--- config.mk ---
export PLATFORM = sky130hd
export DESIGN_NAME = transition_pair_seq
export DESIGN_NICKNAME = d
export VERILOG_FILES = /design/src/rtl/tps_pkg.sv /design/src/rtl/tps_arbiter.sv /design/src/rtl/tps_datapath.sv /design/src/rtl/transition_pair_seq.sv
export SDC_FILE = /design/constraint.sdc
export NUM_CORES = 1
export LEC_CHECK = 0
export ABC_AREA = 1
export CORE_AREA = 2 2 39 41
export CTS_CLUSTER_SIZE = 30
export DETAILED_ROUTE_END_ITERATION = 8
export DIE_AREA = 0 0 41 43
export DONT_BUFFER_PORTS = 1
export PLACE_DENSITY = 0.42
export SLEW_MARGIN = 5
export SYNTH_ARGS = -nofsm -noshare
export SYNTH_HDL_FRONTEND = slang
export SYNTH_SLANG_ARGS = --single-unit
--- constraint.sdc ---
create_clock -name clk -period 1.2 [get_ports clk]
set_input_delay 0.24 -clock clk [delete_from_list [all_inputs] [get_ports clk]]
set_output_delay 0.24 -clock clk [all_outputs]
set_load 0.01 [all_outputs]
--- src/rtl/tps_pkg.sv ---
`timescale 1ns/1ps
package tps_pkg;
  localparam int PAIR_W = 2;

  typedef enum logic {
    ST_IDLE = 1'b0,
    ST_FIRE = 1'b1
  } tranState_t;

  typedef struct packed {
    logic [PAIR_W-1:0] grant;
  } seqStrobe_t;
endpackage

--- src/rtl/tps_arbiter.sv ---
`timescale 1ns/1ps
module tps_arbiter
  import tps_pkg::*;
(
  input  logic              clk,
  input  logic              rstN,
  input  logic [PAIR_W-1:0] allFull,
  input  logic [PAIR_W-1:0] fireN,
  output seqStrobe_t        strobe
);
  logic              rrPtr;
  logic              pairIdle;
  logic [PAIR_W-1:0] req;
  logic              contested;

  assign pairIdle  = &fireN;
  assign req       = allFull & {PAIR_W{pairIdle}};
  assign contested = &req;

  always_comb begin
    strobe.grant = req;
    if (contested) begin
      strobe.grant = rrPtr ? 2'b10 : 2'b01;
    end
  end

  always_ff @(posedge clk) begin
    if (!rstN) begin
      rrPtr <= 1'b0;
    end else if (contested) begin
      rrPtr <= ~rrPtr;
    end
  end

  // no grant while either transition is firing
  p_block_busy_r5: assert property (@(posedge clk) disable iff (!rstN)
    (fireN != 2'b11) |-> (strobe.grant == '0));

  // a contested grant goes to one side only
  p_single_grant_r6: assert property (@(posedge clk) disable iff (!rstN)
    $onehot0(strobe.grant));

  // the pair never fires together
  p_mutex_r5: assert property (@(posedge clk) disable iff (!rstN)
    $countones(~fireN) <= 1);
endmodule

--- src/rtl/tps_datapath.sv ---
`timescale 1ns/1ps
module tps_datapath
  import tps_pkg::*;
(
  input  logic              clk,
  input  logic              rstN,
  input  seqStrobe_t        strobe,
  input  logic [PAIR_W-1:0] allFull,
  input  logic [PAIR_W-1:0] allEmpty,
  output logic [PAIR_W-1:0] fireN,
  output logic [PAIR_W-1:0] firing,
  output logic [PAIR_W-1:0] seqErr
);
  for (genvar g = 0; g < PAIR_W; g++) begin : gTran
    tranState_t state;
    logic       emptyPrev;
    logic       errFlag;

    always_ff @(posedge clk) begin
      if (!rstN) begin
        state     <= ST_IDLE;
        emptyPrev <= 1'b1;
        errFlag   <= 1'b0;
      end else begin
        emptyPrev <= allEmpty[g];
        if (state == ST_IDLE && allEmpty[g] && !emptyPrev) begin
          errFlag <= 1'b1;
        end
        case (state)
          ST_IDLE: if (strobe.grant[g]) state <= ST_FIRE;
          ST_FIRE: if (allEmpty[g])     state <= ST_IDLE;
          default: state <= ST_IDLE;
        endcase
      end
    end

    assign fireN[g]  = (state != ST_FIRE);
    assign firing[g] = (state == ST_FIRE);
    assign seqErr[g] = errFlag;

    // a falling fire line follows a full-input sample
    p_fire_needs_full_r2: assert property (@(posedge clk) disable iff (!rstN)
      $fell(fireN[g]) |-> $past(allFull[g]));

    // hold low until every input has drained
    p_hold_until_empty_r3: assert property (@(posedge clk) disable iff (!rstN)
      (!fireN[g] && !allEmpty[g]) |=> !fireN[g]);

    // release after the drain is seen
    p_release_on_empty_r4: assert property (@(posedge clk) disable iff (!rstN)
      (!fireN[g] && allEmpty[g]) |=> fireN[g]);

    // the error flag is sticky
    p_err_sticky_r8: assert property (@(posedge clk) disable iff (!rstN)
      seqErr[g] |=> seqErr[g]);
  end
endmodule

--- src/rtl/transition_pair_seq.sv ---
`timescale 1ns/1ps
module transition_pair_seq
  import tps_pkg::*;
(
  input  logic       clk,
  input  logic       rstN,
  input  logic [1:0] allFull,
  input  logic [1:0] allEmpty,
  output logic [1:0] fireN,
  output logic [1:0] firing,
  output logic [1:0] seqErr
);
  seqStrobe_t strobe;

  tps_arbiter uCtrl (
    .clk     (clk),
    .rstN    (rstN),
    .allFull (allFull),
    .fireN   (fireN),
    .strobe  (strobe)
  );

  tps_datapath uPath (
    .clk      (clk),
    .rstN     (rstN),
    .strobe   (strobe),
    .allFull  (allFull),
    .allEmpty (allEmpty),
    .fireN    (fireN),
    .firing   (firing),
    .seqErr   (seqErr)
  );
endmodule

Word level (Yosys, flattened, before mapping)
Index checks and enable logic that the tools add are counted.

word-level totals
  bits in registers = 7
  bits in latches = 0
  memory bits (writable) = 0
  bits in read-only memories = 0
  bits of input ports = 6
  word-level logic and storage cells = 27
  memories = 0

operators by class
  add/subtract/negate cells = 0
  multipliers = 0
  divide/modulo/power cells = 0
  $lt $le $gt $ge = 0
  eq/ne operators = 0
  shifts and indexed selects = 0
  mux-type cells = 8
  bitwise logic cells = 4
  reduce and logical (&&, ||, !) cells = 8

operators with widths
  kind               count
  $logic_and 1x1->1  4
  $mux 1             4
  $mux 2             2
  $pmux 1 s2         2
  $reduce_and 2->1   2
  $not 1->1          3
  $and 2x2->2        1
  $logic_not 1->1    2

Depth between registers and ports, before layout
Gate-level depths: netlist of the first run.

  depth after elaboration = 7
  gate-level depth with buffers = 5
  gate-level depth less buffers = 5

Cells and area by module
A second synthesis of the first run with hierarchy kept.

unflattened totals
  cell total of the unflattened synthesis = 39
  area total of the unflattened synthesis = 312.8 µm²

modules (own cells, without submodules)
  module        times used  cells each  area an instance (µm²)  seq. area each (µm²)
  tps_datapath  1           27          229.0                   120.1
  tps_arbiter   1           12          83.8                    20.0

Least setup slack after synthesis of the first run
No wires, ideal clock.

  path kind = register to register
  from = register uPath.gTran[0].state
  to = register uPath.gTran[1].state
  setup time = 112 ps
  data arrival time = 704 ps
  path slack = 384 ps
  cell stages (with the launch flop) = 5
  path buffers = 0
  period minus slack after synthesis = 816 ps
  cells stage by stage = dfxtp_1 -> nor2_1 -> nand3_1 -> nand2_1 -> nand2_1

between the ends
  word-level cells in the longest chain between the ends = 7

RTL lines
  what                    RTL line            RTL
  from (decl)             tps_datapath.sv:15  tranState_t state;
  from (signal assigned)  tps_datapath.sv:21  state <= ST_IDLE;
  from (signal assigned)  tps_datapath.sv:30  ST_IDLE: if (strobe.grant[g]) state <= ST_FIRE;
  from (signal assigned)  tps_datapath.sv:31  ST_FIRE: if (allEmpty[g]) state <= ST_IDLE;
  $not 1->1 *             tps_datapath.sv:37  assign fireN[g] = (state != ST_FIRE);
  $reduce_and 2->1 *      tps_arbiter.sv:16   assign pairIdle = &fireN;
  $and 2x2->2 *           tps_arbiter.sv:17   assign req = allFull & {PAIR_W{pairIdle}};
  $reduce_and 2->1        tps_arbiter.sv:18   assign contested = &req;
  $mux 2 *                tps_arbiter.sv:22   if (contested) begin
  $mux 1 *                tps_datapath.sv:30
  $pmux 1 s2 *            tps_datapath.sv:29  case (state)
  to (signal assigned)    tps_datapath.sv:30
  to (signal assigned)    tps_datapath.sv:31
  to (signal assigned)    tps_datapath.sv:32  default: state <= ST_IDLE;
  to (decl)               tps_datapath.sv:15

Mark *: on every way between the ends. The rest lies on a longest branch, timed or not.
A chain may end at the register's enable or synchronous reset.

Final worst setup path of the first run
  from = register uPath.gTran[1].state
  to = output port fireN[1]

between the ends
  word-level cells in the longest chain between the ends = 1

RTL lines
  what                    RTL line                  RTL
  from (signal assigned)  tps_datapath.sv:21
  from (signal assigned)  tps_datapath.sv:30
  from (signal assigned)  tps_datapath.sv:31
  $not 1->1               tps_datapath.sv:37
  to (decl)               transition_pair_seq.sv:9  output logic [1:0] fireN,

Every way passes these cells.

==> results of run 1 <==
[cells in the final DEF (no fill, tap or decap), drive strengths merged]
master	instances
buf	1
inv	8
a21oi	1
nand3b	1
or2	1
nor2	4
nand3	4
o21ai	1
nand2	8
o21a	1
clkbuf	4
nand4	1
dfxtp	7
[state kept, by name (all words and copies together) (netlist names)]
name,flops
uCtrl.rrPtr,1
uPath.gTran.emptyPrev,2
uPath.gTran.errFlag,2
uPath.gTran.state,2
[per-layer routing]
layer | up-vias | GRT usage (%)
met5 | - | 0
met4 | 0 | 4.00
met3 | 0 | 7.33
met2 | 13 | 8.44
met1 | 88 | 8.41
li1 | 124 | -
[power breakdown]
| group | leakage (nW) | internal, mW | switching [mW] |
|---|---|---|---|
| Combinational | 0.0857 | 0.0251 | 0.0401 |
| Clock | 0.0150 | 0.127 | 0.0813 |
| Sequential | 0.0578 | 0.251 | 0.0133 |
[area by class of cell]
type	count	share of cell area [%]
well taps	16	6.02
clock buffers	4	7.89
repair buffers	1	2.26
inverters	8	9.02
multi-input cells	22	32.7
flip-flops and latches	7	42.1
[stage by stage]
stage               cell area, µm²  cells  power, mW
floorplan                      309     41      0.333
global placement               307     54      0.335
detailed placement             307     54      0.335
CTS                            333     58      0.550
global route                   333     58      0.570
finish                         333     58      0.537
[path summary, 6_finish.rpt]
kind	cells past startpoint	endpoint	startpoint
min	1	uPath.gTran[1].emptyPrev	rstN
min reg2reg	2	uPath.gTran[1].errFlag	uPath.gTran[1].emptyPrev
max	2	fireN[1]	uPath.gTran[1].state
max reg2reg	5	uCtrl.rrPtr	uPath.gTran[0].state
[logic make-up (layout without fill, tap and decap cells)]
| kind of cell | after synthesis | count (layout) | share of synthesized area (%) |
|---|---|---|---|
| and+or+nand+nor | 19 | 19 | 28.3 |
| DFF | 7 | 7 | 45.3 |
| AOI/OAI and AO/OA | 3 | 3 | 6.88 |
| buffers and inverters | 12 | 13 | 19.4 |
==> results.json, run 1 <==
{
  "start_util_pct": 22.3,
  "ys_seq_area_share_pct": 45.3,
  "fin_util_pct": 24.1,
  "status": "finished, final reports clean",
  "synth_most_common_cell": "nand2_1",
  "synth_async_sr_flop_share_pct": 0,
  "gp_congestion": 0.645,
  "fin_skew_ps": 1.18,
  "vdd_drop_max_mv": 0.437,
  "post-route-period-util_pct": 88.8,
  "startpoint_type": "flop",
  "hold_ws_ps": 60.8,
  "slew_headroom_pct": 81.2,
  "cts_max_level": 1,
  "ctsHoldBuffers": 0,
  "die_area_um2": 1760,
  "pin_count": 12,
  "synth.avg_cell_area_um2": 7.54,
  "post-dp-hpwl_um": 425,
  "die_height_um": 43,
  "drt_iter0_drc": 5,
  "rsz0062_at_grt": "false",
  "leakagePower_nw": 0.159,
  "wl_met3_um": 85,
  "hp-class": "in -> reg",
  "cts_resized": 0,
  "yosysTopAreaCellShare_pct": 45.3,
  "first_pass_iters": 4,
  "crit_type": "reg -> out",
  "path_cells": "buf_4 -> inv_1",
  "synth-edff-count": 0,
  "drc_errors": 0,
  "finalSetupViolations": 0,
  "worstMarginPinSlew_ps": 282,
  "ant_nets": 0,
  "drive_gt1_share_pct": 16.7,
  "ys_ff_latch": 7,
  "cpPeakStageDelay_ps": 310,
  "critical_path_buf_inv_count": 2,
  "synthesis.area_um2": 309,
  "tns_ps": 0,
  "synthFlopType": "dfxtp_1",
  "fill_cells": 158,
  "power.density_nw_per_um2": 1610,
  "slew_violations": 0,
  "met2WireLength_um": 201,
  "drt-vias-per-instance": 3.88,
  "grt_max_degree": 7,
  "diodes": 0,
  "hold_viol": 0,
  "wire_per_inst_um": 9.02,
  "cap_violations": 0,
  "clock_sinks": 7,
  "synth_cell_types": 13,
  "synth_area_leader_cell": "dfxtp_1",
  "die_w_um": 41,
  "grt_pass1_wl_um": 800,
  "row_count": 14,
  "r2r_setup_slack_ps": 250,
  "grt-ovfl-total": 0,
  "cp-end-kind": "primary output",
  "path_clk_slew_ps": 50,
  "coreArea_um2": 1380,
  "postCtsSetupRepairBufs": 0,
  "period_needed_ps": 1070,
  "required_ps": 960,
  "numPortBuffers": 0,
  "syn-num-nets": 47,
  "numCtsBuffers": 3,
  "grt_usage_pct": 7.34,
  "cts_max_path_buffers": 2,
  "cp_slowest_cell": "dfxtp_1",
  "synth_cells": 41,
  "insertion_delay_ps": 250,
  "crit_arrival_ps": 830,
  "path_max_fanout": 3,
  "highest_layer": "met3",
  "antenna_found_initial": 0,
  "critPathTopFamily": "flip-flops",
  "worst_slack_ps": 135,
  "yosys-top-cells-area": "dfxtp_1, buf_4, nand2_1",
  "root_buffer": "clkbuf_4",
  "finalWirelength_um": 523,
  "multiInputGateArea_um2": 109,
  "fmax_mhz": 939,
  "ff_latch_area_um2": 140,
  "grt_pass1_vias": 191,
  "detailedPlace.worstSlack_ps": 253,
  "synthTopCellsByCount": "nand2_1, dfxtp_1, inv_1",
  "cts_tree": "yes",
  "ys_warn_count": 0,
  "num-nets-final": 49,
  "drt-met1-wl_um": 236,
  "syn2layout_area_growth_pct": 7.69,
  "vias": 225
}
No activity file was read; power rests on OpenSTA's default activity.
==> run 2, diff against run 1 <==
Settings changed: MAX_ROUTING_LAYER set to met4.
==> results.json, run 2 (synthesis results as in run 1) <==
{
  "crit_arrival_ps": 830,
  "grt_pass1_vias": 191,
  "ff_latch_area_um2": 140,
  "leakagePower_nw": 0.159,
  "drt-vias-per-instance": 3.90,
  "reg2reg_from": "uPath.gTran[0].state",
  "worstMarginPinSlew_ps": 282,
  "hold_viol": 0,
  "final_cell_count_no_fill": 58,
  "power_frac_comb_pct": 12.1,
  "insertion_delay_ps": 250,
  "layout_common_cells": "nand2_1, inv_1, dfxtp_1, nor2_1, nand3_1",
  "slew_headroom_pct": 81.2,
  "root_buffer": "clkbuf_4",
  "r2r_setup_slack_ps": 240,
  "p_int_mw": 0.403,
  "path_clk_slew_ps": 50,
  "vdd_drop_max_mv": 0.437,
  "grt_max_degree": 7,
  "start_util_pct": 22.3,
  "grt_usage_pct": 7.53,
  "grt_pass1_wl_um": 800,
  "required_ps": 960,
  "cpPeakStageDelay_ps": 310,
  "diodes": 0,
  "cp-endpoint": "fireN[1]",
  "cts_max_path_buffers": 2,
  "path_cells": "buf_4 -> inv_1",
  "syn2layout_area_growth_pct": 7.69,
  "cp_slowest_cell": "dfxtp_1",
  "hold_ws_ps": 60.8,
  "fmax_mhz": 939,
  "ant_nets": 0,
  "dpl.cell_count": 54,
  "first_pass_iters": 4,
  "cts_resized": 0,
  "drt_iter0_drc": 5,
  "numCtsBuffers": 3,
  "cp-end-kind": "primary output",
  "hp-class": "in -> reg",
  "numPortBuffers": 0,
  "power_mw": 0.537,
  "die_w_um": 41,
  "coreArea_um2": 1380,
  "switching_share_pct": 25.1,
  "ctsHoldBuffers": 0,
  "drive_gt1_share_pct": 16.7,
  "finalWirelength_um": 523,
  "die_area_um2": 1760,
  "finish.instance_area_um2": 333,
  "r2r_cells": 5,
  "rsz0062_at_grt": "false",
  "pin_count": 12,
  "seq_power_share_pct": 49.2,
  "r2r_end": "uCtrl.rrPtr",
  "cap_violations": 0,
  "cts_tree": "yes",
  "finalSetupViolations": 0,
  "fin_skew_ps": 1.18,
  "multiInputGateArea_um2": 109,
  "clockPowerShare_pct": 38.7,
  "final_common_cell": "nand2_1",
  "slew_violations": 0,
  "status": "finished, final reports clean",
  "netSwitchingPower_mw": 0.135,
  "clock_sinks": 7,
  "fill_cells": 158,
  "vias": 226,
  "crit_type": "reg -> out",
  "top_regs": "uPath.gTran.emptyPrev: 2 flops, uPath.gTran.errFlag: 2 flops, uPath.gTran.state: 2 flops",
  "period_needed_ps": 1070,
  "drc_errors": 0,
  "gp_congestion": 0.651,
  "cts_max_level": 1,
  "startpoint_type": "flop",
  "cp-startpoint": "uPath.gTran[1].state",
  "die_height_um": 43,
  "post-route-period-util_pct": 88.8,
  "postCtsSetupRepairBufs": 0,
  "grt-ovfl-total": 0,
  "wire_per_inst_um": 9.02,
  "post-dp-hpwl_um": 425,
  "power.density_nw_per_um2": 1610,
  "num-nets-final": 49,
  "dpl_cell_area_um2": 307,
  "row_count": 14,
  "tns_ps": 0,
  "path_max_fanout": 3,
  "antenna_found_initial": 0
}
==> run 2: cell counts in the layout (fill, tap and decap cells not counted) <==
Identical to the previous run, type by type.
==> run 2: worst max-delay path: cells and delay by family, from the launching register on <==
kind | cells | cell delay [ps]
buffers and inverters | 2 | 260
DFF | 1 | 310
==> run 2: worst min path at each step <==
stage | startpoint | endpoint | cells past startpoint
2_1_floorplan | rstN | uPath.gTran[1].emptyPrev | 1
3_5_place_dp | rstN | uPath.gTran[1].emptyPrev | 1
6_report | rstN | uPath.gTran[1].emptyPrev | 1
4_1_cts | rstN | uPath.gTran[1].emptyPrev | 1
3_3_place_gp | rstN | uPath.gTran[1].emptyPrev | 1
5_1_grt | rstN | uPath.gTran[1].emptyPrev | 1
==> run 2: layout make-up <==
type	instances	share of cell area, %
clock buffer	4	7.89
inverter	8	9.02
multi-input combinational	22	32.7
sequential	7	42.1
tap	16	6.02
timing repair buffer	1	2.26
==> run 2: per-layer routing <==
| metal | share of wire (%) | up-vias | wire (µm) | GRT usage (%) |
|---|---|---|---|---|
| met2 | 38 | 13 | 201 | 8.44 |
| met4 | 0 | 0 | 0 | 4.00 |
| met5 | 0 | - | 0 | - |
| met1 | 46 | 89 | 239 | 8.74 |
| met3 | 16 | 0 | 82 | 6.81 |
| li1 | - | 124 | - | - |
==> run 2: per-stage QoR <==
step | setup slack [ps] | util [%]
CTS | 123 | 24.1
global route | 96.1 | 24.1
floorplan | 384 | -
global placement | 256 | 22.2
detailed placement | 253 | 22.2
finish | 135 | 24.1
==> run 2: power groups by stage <==
stage | logic [mW] | registers (mW) | clock network [mW]
final | 0.0652 | 0.264 | 0.208
after global routing | 0.0755 | 0.266 | 0.229
after CTS | 0.0665 | 0.264 | 0.219
after detailed placement | 0.0661 | 0.269 | 0
after global placement | 0.0659 | 0.269 | 0
after floorplan | 0.0702 | 0.263 | 0
